**config.mk**
```make
export PLATFORM = sky130hd
export DESIGN_NAME = sram_async_ctrl
export DESIGN_NICKNAME = d
export VERILOG_FILES = /design/src/rtl/sram_ctrl_pkg.sv /design/src/rtl/sram_cycle_timer.sv /design/src/rtl/sram_phase_fsm.sv /design/src/rtl/sram_data_path.sv /design/src/rtl/sram_async_ctrl.sv
export SDC_FILE = /design/constraint.sdc
export NUM_CORES = 1
export LEC_CHECK = 0
export BUFFER_PORTS_ARGS = -buffer_cell sky130_fd_sc_hd__buf_2
export CELL_PAD_IN_SITES_DETAIL_PLACEMENT = 0
export CELL_PAD_IN_SITES_GLOBAL_PLACEMENT = 1
export CORE_ASPECT_RATIO = 1.1
export CORE_MARGIN = 5
export CORE_UTILIZATION = 37
export DETAILED_ROUTE_END_ITERATION = 12
export HOLD_SLACK_MARGIN = 0.06
export PLACE_DENSITY = 0.83
export SYNTH_ARGS = -nofsm -noshare
export SYNTH_HDL_FRONTEND = slang
export SYNTH_SLANG_ARGS = --single-unit
```
**constraint.sdc**
```tcl
create_clock -name clk -period 3.9 [get_ports clk]
set_clock_uncertainty 0.05 [all_clocks]
set_input_delay 0.195 -clock clk [delete_from_list [all_inputs] [get_ports clk]]
set_output_delay 0.195 -clock clk [all_outputs]
set_load 0.02 [all_outputs]
```
**src/rtl/sram_ctrl_pkg.sv**
```systemverilog
package sram_ctrl_pkg;

  typedef enum logic [2:0] {
    PH_IDLE,
    PH_WSETUP,
    PH_WPULSE,
    PH_WREC,
    PH_READ
  } phase_e;

  // round a time up to whole clock periods
  function automatic int unsigned ns_to_cyc(input int unsigned ns, input int unsigned period);
    if (ns == 0) return 0;
    return (ns + period - 1) / period;
  endfunction

  function automatic int unsigned max2(input int unsigned a, input int unsigned b);
    return (a > b) ? a : b;
  endfunction

  function automatic int unsigned sat_sub(input int unsigned a, input int unsigned b);
    return (a > b) ? (a - b) : 0;
  endfunction

endpackage

```
**src/rtl/sram_cycle_timer.sv**
```systemverilog
module sram_cycle_timer #(
  parameter int unsigned CNT_W = 5
) (
  input  logic             clk,
  input  logic             rst_n,
  input  logic             load,
  input  logic [CNT_W-1:0] load_val,
  output logic [CNT_W-1:0] cnt,
  output logic             done
);

  always_ff @(posedge clk or negedge rst_n) begin
    if (!rst_n)          cnt <= '0;
    else if (load)       cnt <= load_val;
    else if (cnt != '0)  cnt <= cnt - 1'b1;
  end

  assign done = (cnt == '0);

endmodule

```
**src/rtl/sram_phase_fsm.sv**
```systemverilog
module sram_phase_fsm
  import sram_ctrl_pkg::*;
#(
  parameter int unsigned CNT_W    = 5,
  parameter int unsigned LEN_AS   = 5,
  parameter int unsigned LEN_WLOW = 8,
  parameter int unsigned LEN_WREC = 12,
  parameter int unsigned LEN_RD   = 25
) (
  input  logic             clk,
  input  logic             rst_n,
  input  logic             req_valid,
  input  logic             req_write,
  input  logic             timer_done,
  output phase_e           phase,
  output logic             load,
  output logic [CNT_W-1:0] load_val,
  output logic             accept,
  output logic             capture,
  output logic             rsp_valid
);

  localparam logic [CNT_W-1:0] LD_AS   = CNT_W'(LEN_AS - 1);
  localparam logic [CNT_W-1:0] LD_WLOW = CNT_W'(LEN_WLOW - 1);
  localparam logic [CNT_W-1:0] LD_WREC = CNT_W'(LEN_WREC - 1);
  localparam logic [CNT_W-1:0] LD_RD   = CNT_W'(LEN_RD - 1);

  phase_e nxt;
  logic   finish;

  assign accept = (phase == PH_IDLE) && req_valid;

  always_comb begin
    nxt      = phase;
    load     = 1'b0;
    load_val = '0;
    capture  = 1'b0;
    finish   = 1'b0;
    unique case (phase)
      PH_IDLE: if (req_valid) begin
        nxt      = req_write ? PH_WSETUP : PH_READ;
        load     = 1'b1;
        load_val = req_write ? LD_AS : LD_RD;
      end
      PH_WSETUP: if (timer_done) begin
        nxt      = PH_WPULSE;
        load     = 1'b1;
        load_val = LD_WLOW;
      end
      PH_WPULSE: if (timer_done) begin
        nxt      = PH_WREC;
        load     = 1'b1;
        load_val = LD_WREC;
      end
      PH_WREC: if (timer_done) begin
        nxt    = PH_IDLE;
        finish = 1'b1;
      end
      PH_READ: if (timer_done) begin
        nxt     = PH_IDLE;
        finish  = 1'b1;
        capture = 1'b1;
      end
      default: nxt = PH_IDLE;
    endcase
  end

  always_ff @(posedge clk or negedge rst_n) begin
    if (!rst_n) begin
      phase     <= PH_IDLE;
      rsp_valid <= 1'b0;
    end else begin
      phase     <= nxt;
      rsp_valid <= finish;
    end
  end

endmodule

```
**src/rtl/sram_data_path.sv**
```systemverilog
module sram_data_path #(
  parameter int unsigned ADDR_W = 13,
  parameter int unsigned DATA_W = 8
) (
  input  logic              clk,
  input  logic              rst_n,
  input  logic              accept,
  input  logic              capture,
  input  logic [ADDR_W-1:0] req_addr,
  input  logic [DATA_W-1:0] req_wdata,
  input  logic [DATA_W-1:0] mem_dq_in,
  output logic [ADDR_W-1:0] addr_q,
  output logic [DATA_W-1:0] wdata_q,
  output logic [DATA_W-1:0] rdata_q
);

  always_ff @(posedge clk or negedge rst_n) begin
    if (!rst_n) begin
      addr_q  <= '0;
      wdata_q <= '0;
      rdata_q <= '0;
    end else begin
      if (accept) begin
        addr_q  <= req_addr;
        wdata_q <= req_wdata;
      end
      if (capture) rdata_q <= mem_dq_in;
    end
  end

endmodule

```
**src/rtl/sram_async_ctrl.sv**
```systemverilog
module sram_async_ctrl
  import sram_ctrl_pkg::*;
#(
  parameter int unsigned ADDR_W        = 13,
  parameter int unsigned DATA_W        = 8,
  parameter int unsigned CLK_PERIOD_NS = 20,
  parameter int unsigned T_AS_NS       = 100,
  parameter int unsigned T_WP_NS       = 150,
  parameter int unsigned T_WR_NS       = 50,
  parameter int unsigned T_DW_NS       = 100,
  parameter int unsigned T_CW_NS       = 250,
  parameter int unsigned T_AW_NS       = 250,
  parameter int unsigned T_WC_NS       = 500,
  parameter int unsigned T_RC_NS       = 500,
  parameter int unsigned T_AA_NS       = 500,
  parameter int unsigned T_OE_NS       = 200,
  parameter int unsigned T_OHZ_NS      = 40,
  parameter int unsigned T_WZ_NS       = 60
) (
  input  logic              clk,
  input  logic              rst_n,
  input  logic              req_valid,
  output logic              req_ready,
  input  logic              req_write,
  input  logic [ADDR_W-1:0] req_addr,
  input  logic [DATA_W-1:0] req_wdata,
  output logic              rsp_valid,
  output logic [DATA_W-1:0] rsp_rdata,
  output logic [ADDR_W-1:0] mem_addr,
  output logic              mem_ce_n,
  output logic              mem_ce,
  output logic              mem_we_n,
  output logic              mem_oe_n,
  output logic [DATA_W-1:0] mem_dq_out,
  output logic              mem_dq_oe,
  input  logic [DATA_W-1:0] mem_dq_in
);

  localparam int unsigned C_AS   = max2(1, ns_to_cyc(T_AS_NS, CLK_PERIOD_NS));
  localparam int unsigned C_WP   = ns_to_cyc(T_WP_NS, CLK_PERIOD_NS);
  localparam int unsigned C_WR   = ns_to_cyc(T_WR_NS, CLK_PERIOD_NS);
  localparam int unsigned C_DW   = max2(1, ns_to_cyc(T_DW_NS, CLK_PERIOD_NS));
  localparam int unsigned C_CW   = ns_to_cyc(T_CW_NS, CLK_PERIOD_NS);
  localparam int unsigned C_AW   = ns_to_cyc(T_AW_NS, CLK_PERIOD_NS);
  localparam int unsigned C_WC   = ns_to_cyc(T_WC_NS, CLK_PERIOD_NS);
  localparam int unsigned C_RC   = ns_to_cyc(T_RC_NS, CLK_PERIOD_NS);
  localparam int unsigned C_AA   = ns_to_cyc(T_AA_NS, CLK_PERIOD_NS);
  localparam int unsigned C_OE   = ns_to_cyc(T_OE_NS, CLK_PERIOD_NS);
  localparam int unsigned C_OHZ  = ns_to_cyc(T_OHZ_NS, CLK_PERIOD_NS);
  localparam int unsigned C_WZ   = ns_to_cyc(T_WZ_NS, CLK_PERIOD_NS);

  localparam int unsigned C_DRV  = max2(C_WZ, sat_sub(C_OHZ, C_AS));
  localparam int unsigned C_WLOW = max2(max2(max2(C_WP, 1), C_DRV + C_DW),
                                        sat_sub(max2(C_CW, C_AW), C_AS));
  localparam int unsigned C_WREC = max2(max2(C_WR, 1), sat_sub(C_WC, C_AS + C_WLOW));
  localparam int unsigned C_RD   = max2(max2(C_AA, C_OE), max2(C_RC, 1));
  localparam int unsigned C_MAX  = max2(max2(C_AS, C_WLOW), max2(C_WREC, C_RD));
  localparam int unsigned CNT_W  = $clog2(C_MAX + 1);

  // strobe-low cycles still to go when the drivers may switch on
  localparam logic [CNT_W-1:0] DRV_LIMIT = CNT_W'(C_WLOW - 1 - C_DRV);

  phase_e           phase;
  logic             load, accept, capture, timer_done;
  logic [CNT_W-1:0] load_val, cnt;
  logic [ADDR_W-1:0] addr_q;
  logic [DATA_W-1:0] wdata_q, rdata_q;

  sram_cycle_timer #(.CNT_W(CNT_W)) u_timer (
    .clk      (clk),
    .rst_n    (rst_n),
    .load     (load),
    .load_val (load_val),
    .cnt      (cnt),
    .done     (timer_done)
  );

  sram_phase_fsm #(
    .CNT_W    (CNT_W),
    .LEN_AS   (C_AS),
    .LEN_WLOW (C_WLOW),
    .LEN_WREC (C_WREC),
    .LEN_RD   (C_RD)
  ) u_fsm (
    .clk        (clk),
    .rst_n      (rst_n),
    .req_valid  (req_valid),
    .req_write  (req_write),
    .timer_done (timer_done),
    .phase      (phase),
    .load       (load),
    .load_val   (load_val),
    .accept     (accept),
    .capture    (capture),
    .rsp_valid  (rsp_valid)
  );

  sram_data_path #(.ADDR_W(ADDR_W), .DATA_W(DATA_W)) u_data (
    .clk       (clk),
    .rst_n     (rst_n),
    .accept    (accept),
    .capture   (capture),
    .req_addr  (req_addr),
    .req_wdata (req_wdata),
    .mem_dq_in (mem_dq_in),
    .addr_q    (addr_q),
    .wdata_q   (wdata_q),
    .rdata_q   (rdata_q)
  );

  assign req_ready  = (phase == PH_IDLE);
  assign mem_ce_n   = (phase == PH_IDLE);
  assign mem_ce     = (phase != PH_IDLE);
  assign mem_we_n   = (phase != PH_WPULSE);
  assign mem_oe_n   = (phase != PH_READ);
  assign mem_addr   = addr_q;
  assign mem_dq_out = wdata_q;
  assign mem_dq_oe  = (phase == PH_WPULSE) && (cnt <= DRV_LIMIT);
  assign rsp_rdata  = rdata_q;

endmodule

```
==> results.toml <==
[worst_setup_path]
timing.rr.end = "u_timer.cnt[3]"
crit_path_max_fanout = 24
rrSetupSlack_ns = 1.79
worstPathRequired_ns = 4.00
critPathLaunchType = "flip-flop"
path_cells = "or4b_1 -> nand2_1 -> o221ai_1"
timing.rr.start = "u_fsm.phase[1]"
critPathCaptureType = "flip-flop"
cp_top_family = "simple AND/OR/NAND/NOR gates"
worst-path-buf-inv = 0
crit_type = "flip-flop to flip-flop"
cpPeakStageDelay_ns = 0.96
crit_slowest_cell = "or4b_1"
crit_arrival_ns = 2.21
r2r_cells = 3

[cts]
cts_tree = "yes"
cts_setup_buffers = 0
clock-root-buffer = "clkbuf_8"
numCtsBuffers = 5
cts.sinks = 38
cts-resized-gates = 0
clk_path_buf_depth = 2
clk-insertion-delay-late_ns = 0.29
clkTransAtPathRegs_ns = 0.08
h-tree-depth = 2

[sta]
max_slew.worst_pin.slew_ns = 0.8362
fin_crit_sh_pct = 54.08
fmax_mhz = 474.2
slew_headroom_pct = 44.25
drv_slew = 0
fin_crit_ns = 2.109
fin_setup_tns_ns = 0
hold_viol_final = 0
rsz0062_at_grt = "no"
worst_slack_ns = 1.791
setup_viol = 0

[final_layout]
final_cell_mix = "buf_2, nand2_1, dfrtp_1"
syn2layout_area_growth_pct = 43.24
final_common_cell = "buf_2"
drive_gt1_share_pct = 33.86
layout.cells.non_filler = 308
nFillCells = 376
antennaDiodeCount = 0
finalNetCount = 288
final_cell_area_sq_um = 2333

[logic_synthesis]
yosys_warnings = 0
ys_types = 30
synth_area_leaders = "dfrtp_1, nand2_1, mux2_2"
avgSynthCellArea_sq_um = 9.873
synthCells = 165
synth_fp_nets = 200
syn_area_sq_um = 1629
synth_top_area_cell = "dfrtp_1"
synth_top_area_share_pct = 58.37
ys_seq_elements = 38
ys_seq_area_share_pct = 58.37

[detailed_routing]
dr.pass1.iters = 4
drt_iter0_markers = 80
viasPerCell = 4.666
drt-total-wl_microns = 3868
routedWlPerCell_microns = 12.56
drc = 0
num_vias = 1437
ant_nets = 0

[power]
leakagePower_nw = 1.219
internal_power_mw = 1.087
seq_power_share_pct = 39.0
power_mw = 1.835
clkPwrFrac_pct = 17.6
p_sw_mw = 0.7489
vdd_drop_max_uv = 372.3
p_sw_share_pct = 40.80
power_density_nw_per_um2 = 786.6
combPwrFrac_pct = 43.4

[floorplan]
ios = 69
start_util_pct = 38.01
row_count = 25
dieArea_sq_um = 5832
fp.dieW_microns = 73.27
design.core.area_sq_um = 4285
fp.dieH_microns = 79.60

[global_routing]
grt_overflow = 0
first_global_vias = 1396
grtUsageTotal_pct = 14.22
grt_start_max_net_pins = 39
antenna_found_initial = 0
grt_pass1_wl_microns = 6306

[worst_hold_path]
hold_depth = 2
holdPathEnd = "u_data.rdata_q[7]"
hold_path_class = "input pin to flip-flop"
hp-start = "mem_dq_in[7]"

[placement]
place_congestion = 0.8023
port_buffers = 68
hpwl_microns = 2529
placed_cell_area_sq_um = 2007
pre_cts_slack_ns = 1.797
dp_cells = 278

[job]
maxCapViolations = 0

[status]
status = "complete, no violations"
## worst max-delay path by stage
stage,from,to,slack [ns],cells after the start
finish,u_fsm.phase[1],u_timer.cnt[3],1.79,3
global route,u_fsm.phase[1],u_timer.cnt[1],1.68,3
CTS,u_fsm.phase[1],u_timer.cnt[3],1.78,3
detailed placement,u_fsm.phase[1],u_timer.cnt[3],1.80,3
global placement,u_fsm.phase[0],u_timer.cnt[3],1.80,3
floorplan,u_fsm.phase[1],mem_dq_oe,1.57,3
## power groups by stage
stage | clock network [mW] | registers, mW | logic (mW)
detailed placement | 0 | 0.719 | 0.789
finish | 0.324 | 0.715 | 0.797
floorplan | 0 | 0.866 | 0.382
global placement | 0 | 0.719 | 0.784
global route | 0.351 | 0.743 | 0.875
CTS | 0.337 | 0.716 | 0.806
## routing by layer
layer  vias up  GRT usage (%)  wire length [microns]
li1        708              -                      -
met1       678          15.99                   1625
met2        44          24.06                   1886
met3         7          4.534                    280
met4         0          6.642                     75
met5         -              0                      0
## sequential cells by signal (all words and copies together) (netlist names)
signal / count
u_data.addr_q: 13
u_data.wdata_q: 8
u_timer.cnt: 5
u_data.rdata_q: 8
u_fsm.rsp_valid: 1
u_fsm.phase: 3
## metrics by stage
stage,hold WS [ns],utilization [%]
after CTS,0.07076,54.45
after floorplan,-0.1506,-
after global placement,0.2922,46.83
after global routing,0.06503,54.45
after detailed placement,0.2943,46.83
final,0.08055,54.45
## cell usage after synthesis (all sizes together)
cell type,count
nor3,3
o21ai,3
o21a,1
clkbuf,4
nand2b,1
a21oi,5
xor2,2
nor2,3
o221a,1
or4b,2
nor3b,1
xnor2,1
nand2,65
a2111oi,1
a22oi,2
ha,2
o22ai,2
or3,1
dfrtp,38
mux2i,1
mux2,8
nand3,3
buf,6
o221ai,1
nor4b,2
inv,6
## kinds of logic (layout without fill, tap and decap cells)
kind of cell    after synthesis  count (layout)  share of synthesized area [%]
compound gates               16              16                          6.374
xor+xnor                      3               3                          1.613
fa+ha+maj                     2               2                          1.536
buf+inv                      16             105                          4.224
flops                        38              38                          58.37
mux                           9               9                          6.145
simple gates                 81              81                          21.74
## layout make-up
class                           instances  area, sq um  area share (%)
Sequential cell                        38        950.9           40.75
Timing Repair Buffer                   91        568.0           24.34
Multi-Input combinational cell        111        618.1           26.49
Clock buffer                            7        76.32           3.271
Inverter                                6        22.52          0.9651
Tap cell                               54        67.56           2.895
Clock inverter                          1        30.03           1.287
## what timing repair did
action,in CTS,in global routing
endpoints found under the setup margin,0,0
endpoints found under the hold margin,59,0
hold buffers,22,0
Note: power is estimated with default switching activity, not from simulation.
